### src/rtl/lock_detector_pkg.sv
// Shared types for the lock detector: the class given to each measured cycle.
package lock_detector_pkg;
    typedef enum logic [1:0] {
        ERR_GOOD = 2'd0,   // error below set threshold
        ERR_MID  = 2'd1,   // between thresholds, inclusive
        ERR_BAD  = 2'd2    // above clear threshold or timed out
    } err_class_e;
endpackage

### src/rtl/phase_err_meter.sv
// Measures ticks between a reference and a feedback edge pulse, either order.
// Assumes single-tick pulses and no new cycle beginning in the tick that
// closes the previous measurement. Emits one done pulse per cycle.
module phase_err_meter #(
    parameter int TIMEOUT_TICKS = 64,
    localparam int CW = $clog2(TIMEOUT_TICKS + 1)
) (
    input  logic          clk,
    input  logic          rst_n,
    input  logic          clr,
    input  logic          ref_edge,
    input  logic          fb_edge,
    output logic          done,
    output logic [CW-1:0] err,
    output logic          timed_out
);
    typedef enum logic {M_IDLE, M_ARMED} meter_state_e;

    meter_state_e  state;
    logic          ref_led;
    logic [CW-1:0] ticks;
    logic          partner;

    // The edge that closes the window is the one that did not open it.
    assign partner = ref_led ? fb_edge : ref_edge;

    // Window tracking: open on first edge, close on partner or timeout.
    always_ff @(posedge clk) begin
        if (!rst_n || clr) begin
            state     <= M_IDLE;
            ref_led   <= 1'b0;
            ticks     <= '0;
            done      <= 1'b0;
            err       <= '0;
            timed_out <= 1'b0;
        end else begin
            done      <= 1'b0;
            timed_out <= 1'b0;
            case (state)
                M_IDLE: begin
                    if (ref_edge && fb_edge) begin
                        done <= 1'b1;
                        err  <= '0;
                    end else if (ref_edge || fb_edge) begin
                        state   <= M_ARMED;
                        ref_led <= ref_edge;
                        ticks   <= CW'(1);
                    end
                end
                M_ARMED: begin
                    if (partner) begin
                        done  <= 1'b1;
                        err   <= ticks;
                        state <= M_IDLE;
                    end else if (ticks == CW'(TIMEOUT_TICKS)) begin
                        done      <= 1'b1;
                        timed_out <= 1'b1;
                        err       <= ticks;
                        state     <= M_IDLE;
                    end else begin
                        ticks <= ticks + CW'(1);
                    end
                end
                default: state <= M_IDLE;
            endcase
        end
    end
endmodule

### src/rtl/err_classifier.sv
// Sorts one measured error into good, marginal or bad. Pure combinational.
// Assumes SET_TICKS <= CLR_TICKS < TIMEOUT_TICKS.
module err_classifier
    import lock_detector_pkg::*;
#(
    parameter int SET_TICKS     = 4,
    parameter int CLR_TICKS     = 6,
    parameter int TIMEOUT_TICKS = 64,
    localparam int CW = $clog2(TIMEOUT_TICKS + 1)
) (
    input  logic [CW-1:0] err,
    input  logic          timed_out,
    output err_class_e    cls
);
    // Threshold compare: timeout dominates, then upper, then lower bound.
    always_comb begin
        if (timed_out || err > CW'(CLR_TICKS))
            cls = ERR_BAD;
        else if (err < CW'(SET_TICKS))
            cls = ERR_GOOD;
        else
            cls = ERR_MID;
    end
endmodule

### src/rtl/lock_qualifier.sv
// Counts consecutive good cycles and holds the lock flag with hysteresis.
// Assumes precise_sel is steady while a count is running.
module lock_qualifier
    import lock_detector_pkg::*;
#(
    parameter int COUNT_LO = 3,
    parameter int COUNT_HI = 5,
    localparam int QW = $clog2(COUNT_HI + 1)
) (
    input  logic       clk,
    input  logic       rst_n,
    input  logic       clr,
    input  logic       valid,
    input  err_class_e cls,
    input  logic       precise_sel,
    output logic       lock
);
    logic [QW-1:0] streak;
    logic [QW-1:0] need;
    logic [QW-1:0] streak_nxt;

    // Target streak length picked by the precision input.
    assign need       = precise_sel ? QW'(COUNT_HI) : QW'(COUNT_LO);
    assign streak_nxt = streak + QW'(1);

    // Flag and streak update, once per measured cycle.
    always_ff @(posedge clk) begin
        if (!rst_n || clr) begin
            lock   <= 1'b0;
            streak <= '0;
        end else if (valid) begin
            if (lock) begin
                if (cls == ERR_BAD) lock <= 1'b0;
                streak <= '0;
            end else if (cls == ERR_GOOD) begin
                if (streak_nxt >= need) begin
                    lock   <= 1'b1;
                    streak <= '0;
                end else begin
                    streak <= streak_nxt;
                end
            end else begin
                streak <= '0;
            end
        end
    end
endmodule

### src/rtl/lock_detector.sv
// Digital lock detector: measures reference/feedback edge skew in sampling
// ticks and qualifies lock over consecutive cycles with hysteresis.
// Assumes edge inputs are synchronous single-tick pulses.
module lock_detector
    import lock_detector_pkg::*;
#(
    parameter int SET_TICKS     = 4,
    parameter int CLR_TICKS     = 6,
    parameter int TIMEOUT_TICKS = 64,
    parameter int COUNT_LO      = 3,
    parameter int COUNT_HI      = 5,
    localparam int CW = $clog2(TIMEOUT_TICKS + 1)
) (
    input  logic clk,
    input  logic rst_n,
    input  logic ref_edge,
    input  logic fb_edge,
    input  logic precise_sel,
    input  logic clear_req,
    output logic lock
);
    logic          meas_valid;
    logic [CW-1:0] meas_err;
    logic          meas_to;
    err_class_e    meas_class;

    phase_err_meter #(.TIMEOUT_TICKS(TIMEOUT_TICKS)) u_meter (
        .clk(clk), .rst_n(rst_n), .clr(clear_req),
        .ref_edge(ref_edge), .fb_edge(fb_edge),
        .done(meas_valid), .err(meas_err), .timed_out(meas_to)
    );

    err_classifier #(
        .SET_TICKS(SET_TICKS), .CLR_TICKS(CLR_TICKS),
        .TIMEOUT_TICKS(TIMEOUT_TICKS)
    ) u_class (
        .err(meas_err), .timed_out(meas_to), .cls(meas_class)
    );

    lock_qualifier #(.COUNT_LO(COUNT_LO), .COUNT_HI(COUNT_HI)) u_qual (
        .clk(clk), .rst_n(rst_n), .clr(clear_req),
        .valid(meas_valid), .cls(meas_class),
        .precise_sel(precise_sel), .lock(lock)
    );
endmodule

### config.mk
export PLATFORM = sky130hd
export DESIGN_NAME = lock_detector
export DESIGN_NICKNAME = d
export VERILOG_FILES = /design/src/rtl/lock_detector_pkg.sv /design/src/rtl/phase_err_meter.sv /design/src/rtl/err_classifier.sv /design/src/rtl/lock_qualifier.sv /design/src/rtl/lock_detector.sv
export SDC_FILE = /design/constraint.sdc
export NUM_CORES = 1
export LEC_CHECK = 0
export BUFFER_PORTS_ARGS = -buffer_cell sky130_fd_sc_hd__clkbuf_2
export CAP_MARGIN = 0
export CORE_UTILIZATION = 34
export DETAILED_ROUTE_END_ITERATION = 6
export RECOVER_POWER = 100
export SYNTH_ARGS = -nofsm -noshare
export SYNTH_HDL_FRONTEND = slang
export SYNTH_SLANG_ARGS = --single-unit
### constraint.sdc
create_clock -name clk -period 6 [get_ports clk]
set_input_delay 0.3 -clock clk [delete_from_list [all_inputs] [get_ports clk]]
set_output_delay 0.3 -clock clk [all_outputs]
set_load 0.005 [all_outputs]
==> results of run 1 <==
worst register-to-register path: stages (launching register included):
cell      delay, ns
dfxtp_1        0.37
or4b_1         0.55
o211ai_1       0.64
o21ai_0        0.55
a32o_1         0.40
metal layers:
metal  routed length, um  vias up  GRT usage
met4                  22        0     0.0306
met1                 931      409      0.168
met3                  51        2     0.0402
met5                   0        -          0
met2                 943        8      0.232
li1                    -      424          -
stage by stage:
stage               utilization  setup WS [ns]  cells
floorplan                     -           4.00    111
global placement          0.390           3.93    144
detailed placement        0.390           3.90    144
CTS                       0.409           3.87    148
global route              0.405           3.12    148
finish                    0.405           3.39    148
registers in the layout, summed over array words and instances, names as in the netlist:
name / cells
u_meter.done: 1
u_qual.streak: 3
u_meter.ref_led: 1
u_meter.err: 7
u_meter.timed_out: 1
u_meter.state: 1
u_meter.ticks: 7
u_qual.lock: 1
path summary, 6_finish.rpt:
kind                      to  slack (ns)             start  depth (start not counted)
max reg2reg   u_meter.err[3]        3.39  u_meter.ticks[4]                          4
min          u_meter.ref_led        0.30          ref_edge                          3
max           u_meter.err[3]        3.39  u_meter.ticks[4]                          4
min reg2reg      u_qual.lock        0.49       u_qual.lock                          2
kinds of logic after synthesis:
logic type	count (synthesis)	share of synthesized area
simple gates	38	0.217
compound gates	26	0.187
flops	22	0.415
buf+inv	12	0.0436
fa+ha+maj	7	0.0825
mux	4	0.0377
xor+xnor	2	0.0165
power breakdown:
group	switching [W]	leakage [nW]	total (W)	internal, W
logic	0.0000127	0.246	0.0000195	0.00000678
registers	0.00000206	0.178	0.000150	0.000148
clock network	0.0000438	0.0279	0.000111	0.0000675
total	0.0000586	0.452	0.000281	0.000222
cells in the mapped netlist:
library cell	n
or4_4	1
nand3_1	2
clkbuf_1	3
or3b_2	1
and4_1	3
o31ai_1	1
nor4_1	2
mux2i_1	4
and3_1	1
nand2_1	4
o21ai_1	1
nand4_1	2
nor2b_1	1
inv_1	8
buf_2	1
o21ai_0	4
a31o_2	3
nor3_1	1
xor2_1	2
dfxtp_1	22
a221oi_2	1
o211ai_2	1
a211oi_1	2
nand2b_1	4
or4_1	1
nor2_1	8
or4b_1	2
a31oi_1	1
ha_1	7
or3_1	3
a32o_1	5
and2_1	1
a21oi_1	6
a311o_2	1
and3b_1	1
final cells by class:
type | instances | area, um2
clock buffers | 3 | 22.5
clock inverters | 1 | 30.0
fillers | 307 | 1700
inverters | 8 | 30.0
multi-input cells | 77 | 563
flip-flops and latches | 22 | 440
well taps | 31 | 38.8
repair buffers | 6 | 30.0
==> flow_metrics.env, run 1 <==
export IMPL_synth_top_area_frac=0.415
export IMPL_die_h_um=57.9
export IMPL_rows=19
export IMPL_route_detailed_drc=1
export IMPL_setup_violations=0
export IMPL_first_iter_violations=16
export IMPL_violations="design-rule violations"
export IMPL_worst_pin_slew_ns=0.886
export IMPL_finalMaxSlewViolations=0
export IMPL_grt_pass1_wl_um=3480
export IMPL_synth_seq_cells=22
export IMPL_vdd_drop_max_uv=156
export IMPL_fin_area_mm2=0.00115
export IMPL_syn_nets=124
export IMPL_coreArea_mm2=0.00285
export IMPL_power_leakage_nw=0.452
export IMPL_path_cells="or4b_1 > o211ai_1 > o21ai_0 > a32o_1"
export IMPL_critPathLaunchType="register"
export IMPL_synth_area_per_cell_um2=9.56
export IMPL_power_density_mw_per_mm2=243
export IMPL_fp_dieW_um=57.9
export IMPL_die_area_mm2=0.00335
export IMPL_post_cts_resized=0
export IMPL_worstSkewPairLatency_ns=0.30
export IMPL_ant_nets=0
export IMPL_syn_inst=111
export IMPL_cpMaxStageDelayCell="o211ai_1"
export IMPL_wl_per_cell_um=13.2
export IMPL_cts_sinks=22
export IMPL_arrival_ns=2.82
export IMPL_vias=843
export IMPL_worst_path_buf_inv=0
export IMPL_path_delay_family="compound AO/OA/AOI/OAI gates"
export IMPL_place_gp_congestion=0.737
export IMPL_worst_hold_slack_ns=0.296
export IMPL_nets=131
export IMPL_clkTransAtPathRegs_ns=0.12
export IMPL_wl_um=1950
export IMPL_status="finished, violations left"
export IMPL_io_buffers=6
export IMPL_tns_ns=0
export IMPL_yosysWarningCount=0
export IMPL_synth_area_top_cells="dfxtp_1 42%, ha_1 8.3%, a32o_1 4.7%, mux2i_1 3.8%, a21oi_1 2.8%"
export IMPL_max_slew_margin=0.403
export IMPL_initial_core_util=0.372
export IMPL_grt_max_degree=14
export IMPL_hold_path_class="in -> reg"
export IMPL_clk_path_buf_depth=2
export IMPL_hpwl_um=1530
export IMPL_grt_antenna_before_repair=0
export IMPL_grt_pass1_vias=822
export IMPL_grtUsageTotal=0.135
export IMPL_fmax_ghz=0.384
export IMPL_diodes=0
export IMPL_rsz0062_at_grt="false"
export IMPL_period_share=0.434
export IMPL_overflow=0
export IMPL_synth_top_cell_by_area="dfxtp_1"
export IMPL_routed_via_density=5.70
export IMPL_numCtsBuffers=3
export IMPL_critical_path_max_stage_delay_ns=0.64
export IMPL_place_area_mm2=0.00111
export IMPL_hold_viol=0
export IMPL_ctsRootBufferMaster="clkbuf_4"
export IMPL_ctsHoldBuffers=0
export IMPL_path_max_fanout=12
export IMPL_htree_levels=1
export IMPL_syn_to_final_growth_pct=8.84
export IMPL_end_kind="register"
export IMPL_io_pins=7
export IMPL_drive_gt1_frac=0.137
export IMPL_final_min_clock_period_ns=2.61
export IMPL_postCtsSetupBuffers=0
export IMPL_cts_tree="built"
export IMPL_layout_commonest_cell="dfxtp_1"
export IMPL_syn_area_mm2=0.00106
export IMPL_fin_worst_skew_ns=0.00168
export IMPL_critPathRequiredTime_ns=6.21
export IMPL_total_power_w=0.000281
export IMPL_crit_type="reg -> reg"
export IMPL_layout_common_cells="22 x dfxtp_1, 8 x inv_1, 8 x nor2_1, 7 x ha_1"
export IMPL_detail_route_first_pass_iterations=6
export IMPL_cap_violations=0
export IMPL_ys_seq_area_frac=0.415
export IMPL_ys_types=35
No activity file was read; power rests on OpenSTA's default activity.
==> inputs of run 2 (changes only) <==
clock period = 2.6 ns   (was 6 ns; I/O delays follow)
==> run 2 against run 1 <==
The run still ends with design-rule violations left. Global-route usage up 0.17 points. Flip-flop and latch count unchanged. Largest cell class unchanged. Register-to-register slack got worse by 2.9 ns. First-iteration DRC count rose by 100%. Routed wire length up 3.0%. Power grew 110%. Sequential share of layout area rose by 0.29 points. Utilization fell by 0.31 points. Critical path depth rose by 3. Fmax increased by 21%. Sequential power increased by 130%. Non-clock buffer count rose by 2.
==> flow_metrics.env, run 2 (same netlist as run 1, synthesis figures left out) <==
export IMPL_status="finished, violations left"
export IMPL_violations="design-rule violations"
export IMPL_clk_path_buf_depth=2
export IMPL_period_share=0.827
export IMPL_fmax_ghz=0.465
export IMPL_fin_worst_skew_ns=0.00290
export IMPL_dp_cells=146
export IMPL_ctsHoldBuffers=0
export IMPL_grt_antenna_before_repair=0
export IMPL_hold_viol=0
export IMPL_first_iter_violations=32
export IMPL_htree_levels=1
export IMPL_die_area_mm2=0.00335
export IMPL_wl_per_cell_um=13.4
export IMPL_r2r_slack_ns=0.45
export IMPL_coreArea_mm2=0.00285
export IMPL_syn_to_final_growth_pct=8.02
export IMPL_grtUsageTotal=0.137
export IMPL_grt_pass1_wl_um=3480
export IMPL_endpoint="u_qual.lock"
export IMPL_crit_type="reg -> reg"
export IMPL_route_detailed_drc=1
export IMPL_nets=133
export IMPL_ctsRootBufferMaster="clkbuf_4"
export IMPL_fp_dieW_um=57.9
export IMPL_power_leakage_nw=0.447
export IMPL_final_min_clock_period_ns=2.15
export IMPL_setup_violations=0
export IMPL_r2r_end="u_qual.lock"
export IMPL_wl_um=2010
export IMPL_post_cts_resized=0
export IMPL_diodes=0
export IMPL_power_density_mw_per_mm2=507
export IMPL_critical_path_max_stage_delay_ns=0.48
export IMPL_numCtsBuffers=3
export IMPL_drive_gt1_frac=0.134
export IMPL_vias=856
export IMPL_ant_nets=0
export IMPL_layout_common_cells="22 x dfxtp_1, 8 x inv_1, 8 x nor2_1, 7 x ha_1"
export IMPL_detail_route_first_pass_iterations=7
export IMPL_total_power_w=0.000582
export IMPL_initial_core_util=0.372
export IMPL_hpwl_um=1530
export IMPL_end_kind="register"
export IMPL_worst_pin_slew_ns=0.784
export IMPL_die_h_um=57.9
export IMPL_arrival_ns=2.37
export IMPL_path_max_fanout=5
export IMPL_critPathLaunchType="register"
export IMPL_pre_cts_ws_ns=0.498
export IMPL_cts_sinks=22
export IMPL_path_cells="ha_1 > xor2_1 > ha_1 > and3b_1 > a211oi_1 > or4b_1 > a221oi_1"
export IMPL_io_pins=7
export IMPL_cts_tree="built"
export IMPL_overflow=0
export IMPL_reg2reg_depth=7
export IMPL_tns_ns=0
export IMPL_crit_start="u_qual.streak[0]"
export IMPL_vdd_drop_max_uv=293
export IMPL_top_regs="u_meter.err: 7 flops, u_meter.ticks: 7 flops, u_qual.streak: 3 flops"
export IMPL_rsz0062_at_grt="false"
export IMPL_cap_violations=0
export IMPL_fin_cells=150
export IMPL_worstSkewPairLatency_ns=0.31
export IMPL_finalMaxSlewViolations=0
export IMPL_fillers=296
export IMPL_io_buffers=6
export IMPL_postCtsSetupBuffers=0
export IMPL_cpMostUsedCell="ha_1"
export IMPL_worst_slack_ns=0.451
export IMPL_cpMaxStageDelayCell="or4b_1"
export IMPL_grt_max_degree=13
export IMPL_clkTransAtPathRegs_ns=0.12
export IMPL_routed_via_density=5.71
export IMPL_place_gp_congestion=0.729
export IMPL_critPathRequiredTime_ns=2.82
export IMPL_hold_path_class="in -> reg"
export IMPL_max_slew_margin=0.472
export IMPL_layout_commonest_cell="dfxtp_1"
export IMPL_rr_startpoint="u_qual.streak[0]"
export IMPL_rows=19
export IMPL_grt_pass1_vias=826
## run 2: cell count changes in the layout (fill, tap and decap cells not counted), sizes merged
| cell | previous run | this run |
|---|---|---|
| bufinv | 1 | 0 |
| clkbuf | 9 | 12 |
## run 2: critical path, delay by kind of cell, from the launching register on
family                   cells  cell delay, ns
flip-flops                   1            0.35
adder cells (fa/ha/maj)      2            0.54
AO/OA/AOI/OAI                2            0.37
XOR/XNOR                     1            0.15
AND/OR/NAND/NOR              2            0.64
## run 2: worst min path at each step
stage / cells after the start / slack, ns / endpoint / from
floorplan: 2 / 0.28 / u_meter.ref_led / ref_edge
global placement: 3 / 0.42 / u_meter.ref_led / ref_edge
detailed placement: 3 / 0.43 / u_meter.ref_led / ref_edge
CTS: 3 / 0.11 / u_meter.ref_led / ref_edge
global route: 3 / 0.12 / u_meter.ref_led / ref_edge
finish: 3 / 0.10 / u_meter.ref_led / ref_edge
## run 2: cell type report
class,count,area [um2],area share
timing repair buffer,8,37.5,0.0328
inverter,8,30.0,0.0262
tap,31,38.8,0.0338
clock buffer,4,36.3,0.0317
multi-input combinational,77,563,0.491
sequential,22,440,0.384
## run 2: through the flow
stage | utilization | area, um2 | hold slack [ns]
after detailed placement | 0.396 | 1130 | 0.430
after global routing | 0.402 | 1150 | 0.122
final | 0.402 | 1150 | 0.102
after floorplan | - | 1060 | 0.277
after CTS | 0.408 | 1160 | 0.106
after global placement | 0.396 | 1130 | 0.423
## run 2: power by group
group	internal, W	switching [W]
clock	0.0000855	0.000105
sequential	0.000341	0.00000506
combinational	0.0000165	0.0000288
total	0.000443	0.000139
## run 2: layer usage
layer  track usage  routed length, um
met1         0.162                887
met3        0.0469                 70
met4        0.0306                 17
met2         0.240               1030
met5             0                  0
